<file path="src/rtl/i2ct_pkg.sv">
// Shared types for the I2C write-only target.
package i2ct_pkg;
    // Bus-side receive states.
    typedef enum logic [1:0] {
        ST_IDLE = 2'd0,   // waiting for START
        ST_RECV = 2'd1,   // shifting in eight bits
        ST_ACK  = 2'd2,   // ninth (acknowledge) clock
        ST_SKIP = 2'd3    // not addressed, wait for START
    } bus_state_t;
endpackage

</file>
<file path="src/rtl/i2ct_line_sync.sv">
// Line synchroniser and condition detector.
// Brings SCL and SDA through STAGES flip-flops each, then keeps one more
// registered copy to find SCL edges and START/STOP conditions.
// Assumes STAGES >= 2. Both lines reset to the idle (high) level so that
// reset release produces no spurious edge.
module i2ct_line_sync #(
    parameter int STAGES = 2
) (
    input  logic clk,
    input  logic rst_n,
    input  logic scl_in,
    input  logic sda_in,
    output logic scl_s,
    output logic sda_s,
    output logic scl_rise,
    output logic scl_fall,
    output logic start_det,
    output logic stop_det
);
    logic [STAGES-1:0] scl_pipe;
    logic [STAGES-1:0] sda_pipe;
    logic              scl_d;
    logic              sda_d;

    // Metastability chain for both lines.
    always_ff @(posedge clk) begin
        if (!rst_n) begin
            scl_pipe <= '1;
            sda_pipe <= '1;
        end else begin
            scl_pipe <= {scl_pipe[STAGES-2:0], scl_in};
            sda_pipe <= {sda_pipe[STAGES-2:0], sda_in};
        end
    end

    assign scl_s = scl_pipe[STAGES-1];
    assign sda_s = sda_pipe[STAGES-1];

    // One-cycle-old copy for edge detection.
    always_ff @(posedge clk) begin
        if (!rst_n) begin
            scl_d <= 1'b1;
            sda_d <= 1'b1;
        end else begin
            scl_d <= scl_s;
            sda_d <= sda_s;
        end
    end

    // Edge and condition decode.
    always_comb begin
        scl_rise  = scl_s & ~scl_d;
        scl_fall  = ~scl_s & scl_d;
        start_det = scl_s & scl_d & sda_d & ~sda_s;
        stop_det  = scl_s & scl_d & ~sda_d & sda_s;
    end
endmodule

</file>
<file path="src/rtl/i2ct_rx_engine.sv">
// Bus-side receive engine.
// Shifts in MSB-first bytes on SCL rising edges and judges each byte on the
// falling edge that closes bit eight. A matching write address or a data
// byte is then offered to the buffer. The ACK clock pulls SDA low only when
// the buffer accepted the byte. START restarts address reception from any
// state; STOP returns to idle.
// Assumes the condition inputs come from i2ct_line_sync.
module i2ct_rx_engine
    import i2ct_pkg::*;
#(
    parameter int ADDR_W = 7,
    parameter int DATA_W = 8
) (
    input  logic              clk,
    input  logic              rst_n,
    input  logic              sda_s,
    input  logic              scl_rise,
    input  logic              scl_fall,
    input  logic              start_det,
    input  logic              stop_det,
    input  logic [ADDR_W-1:0] own_addr,
    input  logic              accept,
    output logic              byte_done,
    output logic [DATA_W-1:0] byte_val,
    output logic              byte_is_addr,
    output logic              ninth_end,
    output logic              sda_pull
);
    localparam int CNT_W = $clog2(DATA_W + 1);
    localparam logic [CNT_W-1:0] FULL_CNT = CNT_W'(DATA_W);

    bus_state_t        state;
    logic [CNT_W-1:0]  bitcnt;
    logic [DATA_W-1:0] shreg;
    logic              is_addr;
    logic              ack_en;
    logic              byte_end;
    logic              addr_ok;

    // Byte boundary and address judgement.
    always_comb begin
        byte_end  = (state == ST_RECV) && scl_fall && (bitcnt == FULL_CNT);
        addr_ok   = (shreg[DATA_W-1 -: ADDR_W] == own_addr) && !shreg[0];
        byte_done = byte_end && (!is_addr || addr_ok);
        ninth_end = (state == ST_ACK) && scl_fall;
    end

    assign byte_val     = shreg;
    assign byte_is_addr = is_addr;

    // Receive state machine, bit counter and shift register.
    always_ff @(posedge clk) begin
        if (!rst_n) begin
            state   <= ST_IDLE;
            bitcnt  <= '0;
            shreg   <= '0;
            is_addr <= 1'b0;
            ack_en  <= 1'b0;
        end else if (start_det) begin
            state   <= ST_RECV;
            bitcnt  <= '0;
            is_addr <= 1'b1;
            ack_en  <= 1'b0;
        end else if (stop_det) begin
            state   <= ST_IDLE;
            ack_en  <= 1'b0;
        end else begin
            case (state)
                ST_RECV: begin
                    if (scl_rise && (bitcnt < FULL_CNT)) begin
                        shreg  <= {shreg[DATA_W-2:0], sda_s};
                        bitcnt <= bitcnt + 1'b1;
                    end
                    if (byte_end) begin
                        if (byte_done) begin
                            state  <= ST_ACK;
                            ack_en <= accept;
                        end else begin
                            state  <= ST_SKIP;
                        end
                    end
                end
                ST_ACK: begin
                    if (scl_fall) begin
                        state   <= ST_RECV;
                        bitcnt  <= '0;
                        is_addr <= 1'b0;
                        ack_en  <= 1'b0;
                    end
                end
                default: ;
            endcase
        end
    end

    // Open-drain acknowledge drive.
    assign sda_pull = (state == ST_ACK) && ack_en;

    p_ack_on_accept_r5: assert property (@(posedge clk) disable iff (!rst_n)
        (byte_done && accept && !start_det && !stop_det) |=> sda_pull);

    p_nack_on_full_r3: assert property (@(posedge clk) disable iff (!rst_n)
        (byte_done && !accept) |=> !sda_pull);

    p_restart_r10: assert property (@(posedge clk) disable iff (!rst_n)
        start_det |=> (state == ST_RECV && bitcnt == '0 && is_addr && !sda_pull));

    p_idle_quiet_r2: assert property (@(posedge clk) disable iff (!rst_n)
        stop_det |=> !sda_pull);
endmodule

</file>
<file path="src/rtl/i2ct_rx_regs.sv">
// Host-side receive buffer and flags.
// Holds one byte. A byte offered while the buffer is unread is refused and
// raises the sticky overflow flag. A host read in the same cycle as an
// offer frees the buffer first, so the offer is taken.
module i2ct_rx_regs #(
    parameter int DATA_W = 8
) (
    input  logic              clk,
    input  logic              rst_n,
    input  logic              byte_done,
    input  logic [DATA_W-1:0] byte_val,
    input  logic              byte_is_addr,
    input  logic              ninth_end,
    input  logic              host_rd,
    input  logic              host_clr_ovf,
    input  logic              host_clr_irq,
    output logic              accept,
    output logic [DATA_W-1:0] rd_data,
    output logic              buf_full,
    output logic              ovf,
    output logic              irq,
    output logic              last_rw,
    output logic              last_was_data
);
    // Buffer is free when empty or being read this cycle.
    assign accept = !buf_full || host_rd;

    // Buffer contents and byte-type status.
    always_ff @(posedge clk) begin
        if (!rst_n) begin
            rd_data       <= '0;
            last_rw       <= 1'b0;
            last_was_data <= 1'b0;
        end else if (byte_done && accept) begin
            rd_data       <= byte_val;
            last_was_data <= !byte_is_addr;
            if (byte_is_addr) last_rw <= byte_val[0];
        end
    end

    // Full flag: load sets, host read clears.
    always_ff @(posedge clk) begin
        if (!rst_n)                   buf_full <= 1'b0;
        else if (byte_done && accept) buf_full <= 1'b1;
        else if (host_rd)             buf_full <= 1'b0;
    end

    // Sticky overflow and interrupt flags; set wins over clear.
    always_ff @(posedge clk) begin
        if (!rst_n) begin
            ovf <= 1'b0;
            irq <= 1'b0;
        end else begin
            if (byte_done && !accept) ovf <= 1'b1;
            else if (host_clr_ovf)    ovf <= 1'b0;
            if (ninth_end)            irq <= 1'b1;
            else if (host_clr_irq)    irq <= 1'b0;
        end
    end

    p_no_overflow_r3: assert property (@(posedge clk) disable iff (!rst_n)
        (byte_done && !accept) |=> (ovf && $stable(rd_data) && buf_full));

    p_load_r4: assert property (@(posedge clk) disable iff (!rst_n)
        (byte_done && accept) |=> (buf_full && rd_data == $past(byte_val)));

    p_ovf_sticky_r7: assert property (@(posedge clk) disable iff (!rst_n)
        (ovf && !host_clr_ovf) |=> ovf);

    p_irq_sticky_r6: assert property (@(posedge clk) disable iff (!rst_n)
        (irq && !host_clr_irq) |=> irq);
endmodule

</file>
<file path="src/rtl/i2c_wr_target.sv">
// I2C write-only target, top level.
// Connects the line synchroniser, the receive engine and the host-side
// buffer. The caller resolves the open-drain SDA: sda_in must carry the
// wired-AND bus level including this block's own pull.
module i2c_wr_target #(
    parameter int ADDR_W      = 7,
    parameter int DATA_W      = 8,
    parameter int SYNC_STAGES = 2
) (
    input  logic              clk,
    input  logic              rst_n,
    input  logic [ADDR_W-1:0] own_addr,
    input  logic              scl_in,
    input  logic              sda_in,
    output logic              sda_pull,
    input  logic              host_rd,
    input  logic              host_clr_ovf,
    input  logic              host_clr_irq,
    output logic [DATA_W-1:0] rd_data,
    output logic              buf_full,
    output logic              ovf,
    output logic              irq,
    output logic              last_rw,
    output logic              last_was_data
);
    logic              scl_s, sda_s, scl_rise, scl_fall, start_det, stop_det;
    logic              accept, byte_done, byte_is_addr, ninth_end;
    logic [DATA_W-1:0] byte_val;

    i2ct_line_sync #(.STAGES(SYNC_STAGES)) u_sync (
        .clk(clk), .rst_n(rst_n), .scl_in(scl_in), .sda_in(sda_in),
        .scl_s(scl_s), .sda_s(sda_s), .scl_rise(scl_rise), .scl_fall(scl_fall),
        .start_det(start_det), .stop_det(stop_det)
    );

    i2ct_rx_engine #(.ADDR_W(ADDR_W), .DATA_W(DATA_W)) u_engine (
        .clk(clk), .rst_n(rst_n), .sda_s(sda_s), .scl_rise(scl_rise),
        .scl_fall(scl_fall), .start_det(start_det), .stop_det(stop_det),
        .own_addr(own_addr), .accept(accept), .byte_done(byte_done),
        .byte_val(byte_val), .byte_is_addr(byte_is_addr),
        .ninth_end(ninth_end), .sda_pull(sda_pull)
    );

    i2ct_rx_regs #(.DATA_W(DATA_W)) u_regs (
        .clk(clk), .rst_n(rst_n), .byte_done(byte_done), .byte_val(byte_val),
        .byte_is_addr(byte_is_addr), .ninth_end(ninth_end), .host_rd(host_rd),
        .host_clr_ovf(host_clr_ovf), .host_clr_irq(host_clr_irq),
        .accept(accept), .rd_data(rd_data), .buf_full(buf_full), .ovf(ovf),
        .irq(irq), .last_rw(last_rw), .last_was_data(last_was_data)
    );

    // SCL level is kept for the synchroniser only.
    p_pull_needs_scl_low_r11: assert property (@(posedge clk) disable iff (!rst_n)
        $rose(sda_pull) |-> !scl_s);
endmodule

</file>
<file path="config.mk">
export PLATFORM = sky130hd
export DESIGN_NAME = i2c_wr_target
export DESIGN_NICKNAME = d
export VERILOG_FILES = /design/src/rtl/i2ct_pkg.sv /design/src/rtl/i2ct_line_sync.sv /design/src/rtl/i2ct_rx_engine.sv /design/src/rtl/i2ct_rx_regs.sv /design/src/rtl/i2c_wr_target.sv
export SDC_FILE = /design/constraint.sdc
export NUM_CORES = 1
export LEC_CHECK = 0
export BUFFER_PORTS_ARGS = -buffer_cell sky130_fd_sc_hd__buf_4
export CAP_MARGIN = 25
export CORE_AREA = 2 2 67 69
export CTS_BUF_LIST = sky130_fd_sc_hd__clkbuf_16
export CTS_CLUSTER_DIAMETER = 200
export DETAILED_ROUTE_END_ITERATION = 8
export DIE_AREA = 0 0 69 71
export GPL_TIMING_DRIVEN = 0
export HOLD_SLACK_MARGIN = 0.02
export PLACE_DENSITY = 0.61
export SYNTH_ARGS = -nofsm -noshare
export SYNTH_HDL_FRONTEND = slang
export SYNTH_HIERARCHICAL = 1
export SYNTH_SLANG_ARGS = --single-unit
</file>
<file path="constraint.sdc">
create_clock -name clk -period 1.8 [get_ports clk]
set_input_delay 0.18 -clock clk [delete_from_list [all_inputs] [get_ports clk]]
set_output_delay 0.18 -clock clk [all_outputs]
set_load 0.05 [all_outputs]
</file>
## After elaboration in Yosys (flattened, before gate mapping)

Cells that the tools add are included.

| word-level totals | value |
|---|---|
| logic and storage cells | 96 |
| register bits after elaboration | 35 |
| bits in latches | 0 |
| ROM bits | 0 |
| input port bits | 14 |
| memories | 0 |
| output and inout port bits | 14 |
| bits in writable memories | 0 |

| cells by class | value |
|---|---|
| equal/unequal tests | 11 |
| mux-type cells | 22 |
| magnitude comparators | 1 |
| bitwise logic cells | 14 |
| shifts and indexed selects | 0 |
| reductions and logical operators | 31 |
| div/mod/pow operators | 0 |
| multiply operators | 0 |
| add/subtract/negate cells | 1 |

Operators with widths:

| operator | number |
|---|---|
| $mux 1 | 15 |
| $reduce_and 4->1 | 3 |
| $reduce_bool 2->1 | 6 |
| $logic_and 1x1->1 | 9 |
| $reduce_and 3->1 | 3 |
| $mux 4 | 2 |
| $ne 4x3->1 const B | 2 |
| $pmux 4 s2 | 1 |
| $and 1x1->1 | 7 |
| $eq 7x7->1 | 1 |
| $not 1->1 | 7 |
| $ne 2x1->1 const B | 3 |
| $add 4x1->4 const B | 1 |
| $eq 4x4->1 const B | 1 |
| $logic_not 1->1 | 4 |
| $lt 4x4->1 const B | 1 |
| $mux 2 | 2 |
| $ne 2x2->1 const B | 2 |
| $pmux 2 s2 | 1 |
| $reduce_bool 4->1 | 1 |
| $reduce_or 3->1 | 1 |
| $eq 2x1->1 const B | 1 |
| $eq 2x2->1 const B | 1 |
| $logic_or 1x1->1 | 2 |
| other kinds (3) | 3 |

## Longest topological paths before layout

Gate-level depths: netlist (run 1).

| depth | value |
|---|---|
| depth after elaboration | 10 |
| gate-level depth with buffers | 7 |
| depth with buffers taken out | 6 |

## Modules after synthesis

The synthesis (run 1) kept the hierarchy.

By module, submodules not included:

| module | area each (µm²) | seq. area each (µm²) | instances | cells each |
|---|---|---|---|---|
| i2ct_rx_engine | 898.4 | 320.3 | 1 | 104 |
| i2ct_rx_regs | 514.2 | 260.2 | 1 | 53 |
| i2ct_line_sync | 190.2 | 120.1 | 1 | 16 |

## Worst setup path after synthesis (run 1)

OpenSTA, ideal clock, no wires.

| path | value |
|---|---|
| path kind | reg-to-reg |
| from | register u_engine.shreg[1], in the netlist u_engine/byte_val[1] |
| to | register u_regs.rd_data[0] |
| period minus slack after synthesis | 1.846 ns |
| path buffers | 0 |
| data required time | 1.675 ns |
| cell stages (with the launch flop) | 7 |
| setup time | 0.125 ns |
| arrival | 1.722 ns |
| slack | -0.046 ns |
| cell sequence | dfxtp_1 > xor2_1 > or4_4 > o21ai_0 > and3_1 > nand2_2 > mux2i_1 |

| on the way | value |
|---|---|
| word-level cells in the longest chain between the ends | 5 |

RTL lines:

| element | RTL line | RTL |
|---|---|---|
| start, declared | i2ct_rx_engine.sv:34 | `logic [DATA_W-1:0] shreg;` |
| start signal, assigned | i2ct_rx_engine.sv:71 | `shreg <= {shreg[DATA_W-2:0], sda_s};` |
| $eq 7x7->1 | i2ct_rx_engine.sv:43 | `addr_ok = (shreg[DATA_W-1 -: ADDR_W] == own_addr) && !shreg[0];` |
| $logic_and 1x1->1 | i2ct_rx_engine.sv:43 |  |
| $logic_or 1x1->1 | i2ct_rx_engine.sv:44 | `byte_done = byte_end && (!is_addr \|\| addr_ok);` |
| $logic_and 1x1->1 | i2ct_rx_engine.sv:44 |  |
| net byte_done | i2c_wr_target.sv:27 | `logic accept, byte_done, byte_is_addr, ninth_end;` |
| $logic_and 1x1->1 | i2ct_rx_regs.sv:34 | `end else if (byte_done && accept) begin` |
| end signal, assigned | i2ct_rx_regs.sv:35 | `rd_data <= byte_val;` |
| end, declared | i2ct_rx_regs.sv:18 | `output logic [DATA_W-1:0] rd_data,` |

The timed path passes the listed nets, and every way through them passes these cells.
A chain may end at the register's enable or synchronous reset.

## Final worst setup path (run 1)

| path | value |
|---|---|
| from | register u_engine.shreg[4], in the netlist u_engine/byte_val[4] |
| to | register u_regs.last_rw |

| on the way | value |
|---|---|
| word-level cells in the longest chain between the ends | 6 |

RTL lines:

| element | RTL line | RTL |
|---|---|---|
| $eq 7x7->1 | i2ct_rx_engine.sv:43 |  |
| $logic_and 1x1->1 | i2ct_rx_engine.sv:43 |  |
| $logic_or 1x1->1 | i2ct_rx_engine.sv:44 |  |
| $logic_and 1x1->1 | i2ct_rx_engine.sv:44 |  |
| net byte_done | i2c_wr_target.sv:27 |  |
| $logic_and 1x1->1 | i2ct_rx_regs.sv:34 |  |
| $reduce_and 2->1 (no source line) | -- |  |
| end signal, assigned | i2ct_rx_regs.sv:37 | `if (byte_is_addr) last_rw <= byte_val[0];` |
| end, declared | i2ct_rx_regs.sv:22 | `output logic last_rw,` |

The timed path passes the listed nets, and every way through them passes these cells.

==> reports/metrics.yaml, run 1 <==
route.detailed.drc: 0
p_sw_uw: 389.1
hold_depth: 2
clock.fmax_mhz: 555.8
cp.arrival_ns: 2.00
setup_viol: 0
status: "finished clean"
grt_pass1_wl_um: 5871
dp.cells: 252
drive_gt1_share_pct: 31.46
grtUsageMet1_pct: 19.05
crit_path_max_incr_delay_ns: 0.53
grt_max_degree: 13
syn_area_um2: 1603
start_kind: "flip-flop"
p_int_uw: 1377
cts.root.buffer_cell: "clkbuf_16"
required_ns: 2.00
worst_setup_path_end_kind: "flip-flop"
yosysWarnings: 6
grt_pass1_vias: 1300
die_h_um: 71
cts_buffers: 5
finClkSkew_ns: 0.002803
slowest_stage: "or4_4"
grt.met3_usage_pct: 4.701
hold_ws_ns: 0.09021
design_area_um2: 2121
final_core_util_pct: 50.45
antenna_cells: 0
grt_remaining_overflow: 0
period_share_pct: 99.95
clock_sinks: 35
core-area_um2: 4204
gp_congestion: 0.8069
worstHoldEndpoint: "u_sync/sda_pipe[0]"
ios: 28
powerDensity_nw_per_um2: 832.5
synth.top_cell.area_share_pct: 43.72
met2_usage_pct: 23.29
p_clk_share_pct: 44.4
critPathMaxFanout: 3
min-delay-start: "sda_in"
cts.clk_slew.worst_paths_ns: 0.05
grt_setup_unrepaired: "true"
fillers: 412
synthCells: 173
insertion_delay_ns: 0.27
final_common_cell: "buf_4"
ys_seq_area_share_pct: 43.72
drv_cap: 0
ys_types: 40
finalCriticalPeriod_ns: 1.799
r2r-end: "u_regs/last_rw"
grt_antenna_before_repair: 0
syn_area_per_cell_um2: 9.265
drtIter0Drc: 49
async_flop_share_pct: 0
path_cells: "xor2_1 -> or4_4 -> o21ai_2 -> and3_4 -> and3_4 -> mux2i_1"
synth_ff_type: "dfxtp_1"
worst_pin_slew_ns: 0.6809
ant_nets: 0
drv_slew: 0
cts_tree: "built"
nets: 231
wl_per_cell_um: 12.71
synth.top_cells.by_area: "dfxtp_1 (44%), mux2i_1 (11%), nand2_1 (5.4%), ha_1 (3.1%), nand2b_1 (3.1%)"
reg2reg_setup_slack_ns: 0.0009
r2r_start: "u_engine/byte_val[4]"
viasPerCell: 5.011
seqPwrFrac_pct: 45.7
ys_ff_latch: 35
syn_to_final_growth_pct: 32.32
wl_um: 3368
swShare_pct: 22.04
layout.cells.non_filler: 265
syn_nets: 191
htree_num_levels: 2
p_leak_uw: 0.0008540
path_class: "reg -> reg"
pwr-share-comb_pct: 9.8
hold_violations: 0
first_pass_iters: 4
cp_top_family: "simple AND/OR/NAND/NOR gates"
io_buffers: 27
top_usage_layer: "met2"
hpwl_um: 2382
dpl_cell_area_um2: 1881
rows: 24
grt_use_total_pct: 14.66
start_util_pct: 38.12
hold_path_class: "in -> reg"
synth_area_leader_cell: "dfxtp_1"
worst_r2r_path_depth: 6
hold_buffers: 0
via_count: 1328
final_cell_mix: "buf_4 (34), dfxtp_1 (29), nand2_1 (23), mux2i_1 (17), nor2_1 (12)"
synth_edf_count: 0
clockBufferDepth: 2
dieArea_um2: 4899
die_w_um: 69
max-vdd-ir-drop_mv: 0.6165
path_buf_inv: 0
crit_path_frequent_cell: "and3_4"
maxSlewHeadroom_pct: 54.49
==> cell type report <==
type                       count  area, µm²  area share, %
clock buffer                   5      125.1          5.900
clock inverter                 2      8.758         0.4130
timing repair buffer          34      255.2          12.04
buffer                         3      16.27         0.7670
inverter                       8      30.03          1.416
sequential                    35      708.2          33.39
multi-input combinational    126      912.1          43.01
tap                           52      65.06          3.068
==> power groups by stage <==
| stage | Combinational [µW] | Sequential, µW | Clock [µW] |
|---|---|---|---|
| detailed placement | 145 | 821 | 0 |
| CTS | 156 | 805 | 810 |
| global placement | 143 | 821 | 0 |
| global route | 193 | 809 | 849 |
| finish | 174 | 807 | 784 |
| floorplan | 94.2 | 818 | 0 |
==> registers in the layout, summed over array words and instances (netlist names) <==
signal                 count
u_engine/ack_en            1
u_engine/state             2
u_sync/scl_d               1
u_engine/bitcnt            4
u_regs/irq                 1
u_regs/rd_data             8
u_regs/last_was_data       1
u_sync/sda_pipe            2
u_sync/scl_pipe            2
u_regs/buf_full            1
u_regs/last_rw             1
u_regs/ovf                 1
u_engine/byte_is_addr      1
u_sync/sda_d               1
u_engine/byte_val          8
==> worst reg2reg max path, delay by kind of cell (launching register included) <==
family,cells,cell delay (ns)
xor+xnor,1,0.14
compound gates,1,0.14
flops,1,0.32
simple gates,3,0.95
mux,1,0.17
==> metal layers <==
metal	up-vias	part of all wire, %
li1	673	-
met1	627	49
met2	24	46
met3	4	3.8
met4	0	0.86
met5	-	0
==> worst max path at each step <==
| stage | to | start | cells after the start |
|---|---|---|---|
| floorplan | u_regs/last_rw | u_engine/byte_val[1] | 6 |
| global placement | u_engine/bitcnt[2] | u_engine/state[1] | 6 |
| detailed placement | u_engine/bitcnt[2] | u_engine/state[1] | 6 |
| CTS | u_regs/last_rw | u_engine/byte_val[4] | 6 |
| global route | u_regs/last_rw | u_engine/byte_val[4] | 6 |
| finish | u_regs/last_rw | u_engine/byte_val[4] | 6 |
==> per-stage QoR <==
stage	worst slack, ns	total power [µW]	setup TNS (ns)
after CTS	-0.01808	1771	-0.01808
after floorplan	0.02188	912.4	0
after global placement	-0.1509	964.6	-0.8259
final	0.0009281	1766	0
after detailed placement	-0.1279	966.2	-0.8692
after global routing	-0.05438	1851	-0.07933
==> Yosys cell counts (2+ instances only) <==
cell,count
dfxtp_1,35
nand2_1,23
mux2i_1,17
nor2_1,12
a21oi_1,8
nand2b_1,8
o21ai_0,7
inv_1,6
nor2b_1,6
ha_1,4
xnor2_1,4
a211oi_1,3
and4b_1,3
nand3_1,3
xor2_1,3
a2111oi_0,2
and2_1,2
buf_2,2
clkbuf_1,2
o21a_1,2
or3b_1,2
==> kinds of logic after synthesis <==
family	share of synthesized area (%)
flops	43.72
xor+xnor	3.825
buf+inv	2.966
fa+ha+maj	3.123
mux	10.62
simple gates	25.06
compound gates	10.70
==> repair_timing <==
item	4_1_cts	5_1_grt
pin swaps	5	8
buffers inserted	5	2
resized for setup	7	15
endpoints found under the setup margin	19	16
(Power assumes the default switching activity.)
==> inputs of run 2 (changes only) <==
CORE_AREA = 2 2 65 67   (was 2 2 67 69)
DIE_AREA = 0 0 67 69   (was 0 0 69 71)
PLACE_DENSITY = 0.62   (was 0.61)
SYNTH_HIERARCHICAL = default   (was 1)
==> run 2 against run 1 <==
Effect of this change:
- utilization increased by 1.0 points
- cell count fell by 2.6%
- wire length down 3.7%
- critical path depth did not move
- sequential power grew 5.6%
- synthesized cell count shrank 0.58%
- cell area shrank 5.0%
- register-to-register slack improved by 0.06 ns
- clock power is 0.6% lower
- maximum frequency up 3.2%
- flip-flop and latch count unchanged
- first-iteration DRC count increased by 41%
- critical path type unchanged
- largest power group unchanged
==> reports/metrics.yaml, run 2 <==
grt_setup_unrepaired: "true"  # unchanged
io_buffers: 26  # was 27
syn_nets: 190  # was 191
via_count: 1260  # was 1328
clock.fmax_mhz: 573.6  # was 555.8 MHz
finClkSkew_ns: 0.004832  # was 0.002803 ns
critPathMaxFanout: 4  # was 3
rows: 23  # was 24
ys_types: 38  # was 40
grt_max_degree: 11  # was 13
cts_tree: "built"  # unchanged
required_ns: 2.00  # about the same
start_kind: "flip-flop"  # unchanged
cp.arrival_ns: 1.95  # was 2.00 ns
async_flop_share_pct: 0  # unchanged
reg2reg_setup_slack_ns: 0.06  # was 0.0009 ns
clock_sinks: 35  # unchanged
setup_viol: 0  # unchanged
period_share_pct: 96.85  # was 99.95%
grt_use_total_pct: 15.42  # was 14.66%
cts.clk_slew.worst_paths_ns: 0.05  # about the same
powerDensity_nw_per_um2: 996.0  # was 832.5 nW/µm²
die_w_um: 67  # was 69 µm
yosysWarnings: 0  # was 6
syn_to_final_growth_pct: 31.97  # was 32.32%
grt_pass1_wl_um: 5506  # was 5871 µm
drv_slew: 0  # unchanged
worst_pin_slew_ns: 0.5289  # was 0.6809 ns
synth_ff_type: "dfxtp_1"  # unchanged
clockBufferDepth: 2  # unchanged
path_cells: "inv_1 -> ha_2 -> and4bb_1 -> nor2_2 -> or4_1 -> a21oi_1"  # was xor2_1 -> or4_4 -> o21ai_2 -> and3_4 -> and3_4 -> mux2i_1
max-vdd-ir-drop_mv: 0.5655  # was 0.6165 mV
final_cell_mix: "nand2_1 (38), dfxtp_1 (32), buf_4 (29), a21oi_1 (16)"  # was buf_4 (34), dfxtp_1 (29), nand2_1 (23), mux2i_1 (17), nor2_1 (12)
drv_cap: 0  # unchanged
synth_area_leader_cell: "dfxtp_1"  # unchanged
hold_path_class: "in -> reg"  # unchanged
wl_um: 3245  # was 3368 µm
total_power_uw: 2006  # was 1766 µW
maxSlewHeadroom_pct: 64.74  # was 54.49%
top_layer_used: "met4"  # unchanged
crit_cells: 6  # unchanged
layout_setup_ws_ns: 0.05666  # was 0.0009281 ns
insertion_delay_ns: 0.27  # about the same
dpl_cell_area_um2: 1784  # was 1881 µm²
dr_wl_met2_um: 1474  # was 1556 µm
synth.most_common_cell: "nand2_1"  # was dfxtp_1
wl_met3_um: 149  # was 127 µm
hpwl_um: 2266  # was 2382 µm
finalCriticalPeriod_ns: 1.743  # was 1.799 ns
ios: 28  # unchanged
cts.root.buffer_cell: "clkbuf_16"  # unchanged
worst_r2r_path_depth: 6  # unchanged
worst_setup_path_end_kind: "flip-flop"  # unchanged
pre_cts_ws_ns: -0.04590  # was -0.1279 ns
synthCells: 172  # was 173
htree_num_levels: 2  # unchanged
dieArea_um2: 4623  # was 4899 µm²
cts_buffers: 5  # unchanged
synth.top_cell.area_share_pct: 45.90  # was 43.72%
core-area_um2: 3914  # was 4204 µm²
ys_seq_area_share_pct: 45.90  # was 43.72%
die_h_um: 69  # was 71 µm
route.detailed.drc: 0  # unchanged
first_pass_iters: 4  # unchanged
path_class: "reg -> reg"  # unchanged
hold_buffers: 0  # unchanged
grt_antenna_before_repair: 0  # unchanged
synth_edf_count: 0  # unchanged
ys_ff_latch: 35  # unchanged
path_buf_inv: 1  # was 0
design_area_um2: 2014  # was 2121 µm²
start_util_pct: 39.00  # was 38.12%
syn_area_um2: 1526  # was 1603 µm²
syn_area_per_cell_um2: 8.875  # was 9.265 µm²
drive_gt1_share_pct: 25.96  # was 31.46%
cp_top_family: "simple AND/OR/NAND/NOR gates"  # unchanged
hold_depth: 2  # unchanged
hold_ws_ns: 0.08906  # was 0.09021 ns
viasPerCell: 4.884  # was 5.011
slowest_stage: "or4_1"  # was or4_4
nets: 226  # was 231
grt_remaining_overflow: 0  # unchanged
status: "finished clean"  # unchanged
wl_per_cell_um: 12.58  # was 12.71 µm
gp_congestion: 0.7261  # was 0.8069
ant_nets: 0  # unchanged
grt_pass1_vias: 1189  # was 1300
crit_path_max_incr_delay_ns: 0.47  # was 0.53 ns
wl_met1_um: 1596  # was 1653 µm
drtIter0Drc: 69  # was 49
p_leak_uw: 0.0007817  # was 0.0008540 µW
synth_commonest_cells: "nand2_1 (38), dfxtp_1 (35), a21oi_1 (16)"  # was dfxtp_1 (35), nand2_1 (23), mux2i_1 (17)
final_common_cell: "nand2_1"  # was buf_4
final_core_util_pct: 51.47  # was 50.45%
synth.top_cells.by_area: "dfxtp_1 (46%), nand2_1 (9.3%), mux2i_1 (5.9%), a21oi_1 (5.2%), xor2_1 (4.6%)"  # was dfxtp_1 (44%), mux2i_1 (11%), nand2_1 (5.4%), ha_1 (3.1%), nand2b_1 (3.1%)
antenna_cells: 0  # unchanged
hold_violations: 0  # unchanged
-- run 2: through the flow --
step,TNS (ns),cells
2_1_floorplan,0,172
3_3_place_gp,-0.08381,248
3_5_place_dp,-0.2652,248
4_1_cts,0,257
5_1_grt,-0.1950,258
6_report,0,258
-- run 2: layout make-up --
| class | count | area, µm² |
|---|---|---|
| fill | 395 | 1899 |
| tap | 50 | 62.56 |
| clock inverter | 2 | 8.758 |
| buffer | 4 | 15.01 |
| multi-input combinational | 125 | 827.0 |
| sequential | 35 | 709.4 |
| inverter | 7 | 28.78 |
| timing repair buffer | 30 | 237.7 |
| clock buffer | 5 | 125.1 |
-- run 2: logic make-up (layout without fill, tap and decap cells) --
group           after synthesis  in the layout  synth area share (%)
fa+ha+maj                     4              4                 3.279
mux                           9              9                 5.902
buf+inv                      12             48                 2.951
xor+xnor                      8              8                 4.590
compound gates               29             29                 12.46
flops                        35             35                 45.90
simple gates                 75             75                 24.92
-- run 2: routing by layer --
layer / GRT usage, % / vias to the layer above
met1: 20.55 / 578
met3: 4.894 / 2
met2: 23.54 / 22
li1: - / 658
met5: 0 / -
met4: 4.762 / 0
-- run 2: final timing paths --
check / start / endpoint
min reg2reg: u_sync.scl_pipe[0] / u_sync.scl_pipe[1]
min: scl_in / u_sync.scl_pipe[0]
max: u_engine.state[0] / u_engine.ack_en
max reg2reg: u_engine.state[0] / u_engine.ack_en
-- run 2: power breakdown --
| group | internal, µW | switching (µW) |
|---|---|---|
| Combinational | 175 | 201 |
| Sequential | 819 | 32.5 |
| Clock | 496 | 283 |
-- run 2: worst register-to-register path, stage by stage, from the launching register on --
cell	delay, ns
dfxtp_4	0.36
inv_1	0.05
ha_2	0.29
and4bb_1	0.30
nor2_2	0.06
or4_1	0.47
a21oi_1	0.15
-- run 2: repair_timing --
item | 4_1_cts | 5_1_grt
gates resized for setup | 1 | 17
setup endpoints to repair | 11 | 17
endpoints found under the hold margin | 0 | 0
buffers inserted | 2 | 2
pin swaps | 0 | 4
==> inputs of run 3 (changes only) <==
CORE_AREA = 2 2 85 87   (was 2 2 65 67)
DIE_AREA = 0 0 87 89   (was 0 0 67 69)
PLACE_DENSITY = 0.4   (was 0.62)
==> run 3 against run 2 <==
Effect of this change:
- critical path depth unchanged
- hold slack worse by 0.0038 ns
- non-clock buffer count up 1
- register-to-register slack better by 0.03 ns
- setup slack better by 0.027 ns
- cell count up 12%
- largest power group unchanged
==> reports/metrics.yaml, run 3 (synthesis results as in run 2) <==
status: "finished clean"  # unchanged
die_h_um: 89  # was 69 µm
ios: 28  # unchanged
nets: 227  # was 226
worst_setup_path_end_kind: "flip-flop"  # unchanged
reg2reg_setup_slack_ns: 0.08  # was 0.06 ns
route.detailed.drc: 0  # unchanged
htree_num_levels: 2  # unchanged
hold_violations: 0  # unchanged
final_core_util_pct: 30.45  # was 51.47%
hold_path_class: "in -> reg"  # unchanged
clock_sinks: 35  # unchanged
r2r-end: "u_engine.ack_en"  # unchanged
antenna_cells: 0  # unchanged
start_kind: "flip-flop"  # unchanged
start_util_pct: 22.72  # was 39.00%
worst_pin_slew_ns: 0.5880  # was 0.5289 ns
hpwl_um: 2530  # was 2266 µm
maxSlewHeadroom_pct: 60.80  # was 64.74%
final_common_cell: "nand2_1"  # unchanged
grt_remaining_overflow: 0  # unchanged
r2r_start: "u_engine.state[0]"  # unchanged
startpoint: "u_engine.state[0]"  # unchanged
drv_slew: 0  # unchanged
insertion_delay_ns: 0.28  # was 0.27 ns
seqPwrFrac_pct: 41.2  # was 42.5%
cts.root.buffer_cell: "clkbuf_16"  # unchanged
first_pass_iters: 5  # was 4
p_leak_uw: 0.0007959  # was 0.0007817 µW
path_cells: "inv_1 -> ha_2 -> and4bb_1 -> nor2_2 -> or4_1 -> a21oi_1"  # unchanged
p_clk_share_pct: 39.1  # was 38.8%
finalCriticalPeriod_ns: 1.717  # was 1.743 ns
swShare_pct: 26.38  # was 25.72%
rows: 30  # was 23
clockBufferDepth: 2  # unchanged
period_share_pct: 95.36  # was 96.85%
via_count: 1280  # was 1260
final_cell_mix: "nand2_1 (38), dfxtp_1 (33), buf_4 (30), a21oi_1 (16)"  # was nand2_1 (38), dfxtp_1 (32), buf_4 (29), a21oi_1 (16)
path_buf_inv: 1  # unchanged
pwr-share-comb_pct: 19.7  # was 18.7%
grt_pass1_vias: 1196  # was 1189
grt_pass1_wl_um: 5982  # was 5506 µm
gp_congestion: 0.7621  # was 0.7261
clock.fmax_mhz: 582.6  # was 573.6 MHz
wl_um: 3661  # was 3245 µm
die_w_um: 87  # was 67 µm
cts.clk_slew.worst_paths_ns: 0.05  # about the same
p_int_uw: 1513  # was 1490 µW
cp.arrival_ns: 1.92  # was 1.95 ns
grt_antenna_before_repair: 0  # unchanged
io_buffers: 26  # unchanged
syn_to_final_growth_pct: 34.02  # was 31.97%
max-vdd-ir-drop_mv: 0.3443  # was 0.5655 mV
total_power_uw: 2055  # was 2006 µW
grt_setup_unrepaired: "true"  # unchanged
p_sw_uw: 542.1  # was 516.0 µW
drv_cap: 0  # unchanged
wl_per_cell_um: 12.62  # was 12.58 µm
grt_max_degree: 11  # unchanged
cp_top_family: "simple AND/OR/NAND/NOR gates"  # unchanged
finClkSkew_ns: 0.006284  # was 0.004832 ns
powerDensity_nw_per_um2: 1005  # was 996.0 nW/µm²
viasPerCell: 4.414  # was 4.884
required_ns: 2.01  # was 2.00 ns
cts_buffers: 5  # unchanged
crit_end: "u_engine.ack_en"  # unchanged
setup_viol: 0  # unchanged
worst_r2r_path_depth: 6  # unchanged
drive_gt1_share_pct: 24.29  # was 25.96%
ant_nets: 0  # unchanged
dieArea_um2: 7743  # was 4623 µm²
core-area_um2: 6719  # was 3914 µm²
drtIter0Drc: 59  # was 69
hold_buffers: 0  # unchanged
grt_use_total_pct: 10.26  # was 15.42%
cts_tree: "built"  # unchanged
critPathMaxFanout: 4  # unchanged
crit_path_max_incr_delay_ns: 0.47  # about the same
slowest_stage: "or4_1"  # unchanged
path_class: "reg -> reg"  # unchanged
crit_cells: 6  # unchanged
==> run 3: cell count changes in the layout (fill, tap and decap cells not counted), sizes merged <==
cell	before	now
inv	7	9
buf	30	31
clkinv	2	1
==> run 3: worst min path at each step <==
stage	startpoint	to	slack, ns	cells after the start
after floorplan	scl_in	u_sync.scl_pipe[0]	0.28	1
after global routing	sda_in	u_sync.sda_pipe[0]	0.09	2
after detailed placement	sda_in	u_sync.sda_pipe[0]	0.37	2
final	scl_in	u_sync.scl_pipe[0]	0.09	2
after global placement	sda_in	u_sync.sda_pipe[0]	0.36	2
after CTS	sda_in	u_sync.sda_pipe[0]	0.08	2
==> run 3: layout make-up <==
| type | count | area [µm²] |
|---|---|---|
| plain buffers | 4 | 15.01 |
| multi-input cells | 125 | 818.3 |
| flip-flops and latches | 35 | 703.2 |
| fillers | 716 | 4673 |
| inverters | 7 | 26.28 |
| clock buffers | 5 | 125.1 |
| well taps | 80 | 100.1 |
| clock inverters | 3 | 12.51 |
| repair buffers | 31 | 245.2 |
==> run 3: what timing repair did <==
action	in CTS	in global routing
pin swaps	0	4
resized for setup	3	7
endpoints found under the setup margin	13	13
hold endpoints to repair	0	0
buffers inserted	1	4
==> run 3: power groups by stage <==
stage / sequential [µW] / combinational, µW / clock, µW
after global routing: 853 / 453 / 873
after CTS: 846 / 335 / 838
after global placement: 861 / 331 / 0
after detailed placement: 858 / 331 / 0
final: 847 / 404 / 804
after floorplan: 853 / 246 / 0
==> run 3: layer usage <==
layer	GRT usage (%)	up-vias	part of all wire [%]
li1	-	659	-
met1	13.80	578	49
met2	15.34	36	44
met3	2.493	7	5.1
met4	5.114	0	1.9
met5	0	-	0
==> run 3: worst reg2reg max path: stages, from the launching register on <==
cell	delay (ns)
dfxtp_2	0.35
inv_1	0.06
ha_2	0.28
and4bb_1	0.29
nor2_2	0.06
or4_1	0.47
a21oi_1	0.14
==> run 3: metrics by stage <==
stage          std cells  hold WS [ns]  cell area (µm²)  setup WS [ns]   TNS, ns
3_5_place_dp         278        0.3665             1822       -0.07729   -0.6254
5_1_grt              290       0.09072             2046       -0.01953  -0.01953
4_1_cts              286       0.07901             1988        0.02073         0
3_3_place_gp         278        0.3645             1822       -0.09482   -0.7354
2_1_floorplan        172        0.2815             1526        0.09930         0
6_report             290       0.08524             2046        0.08343         0
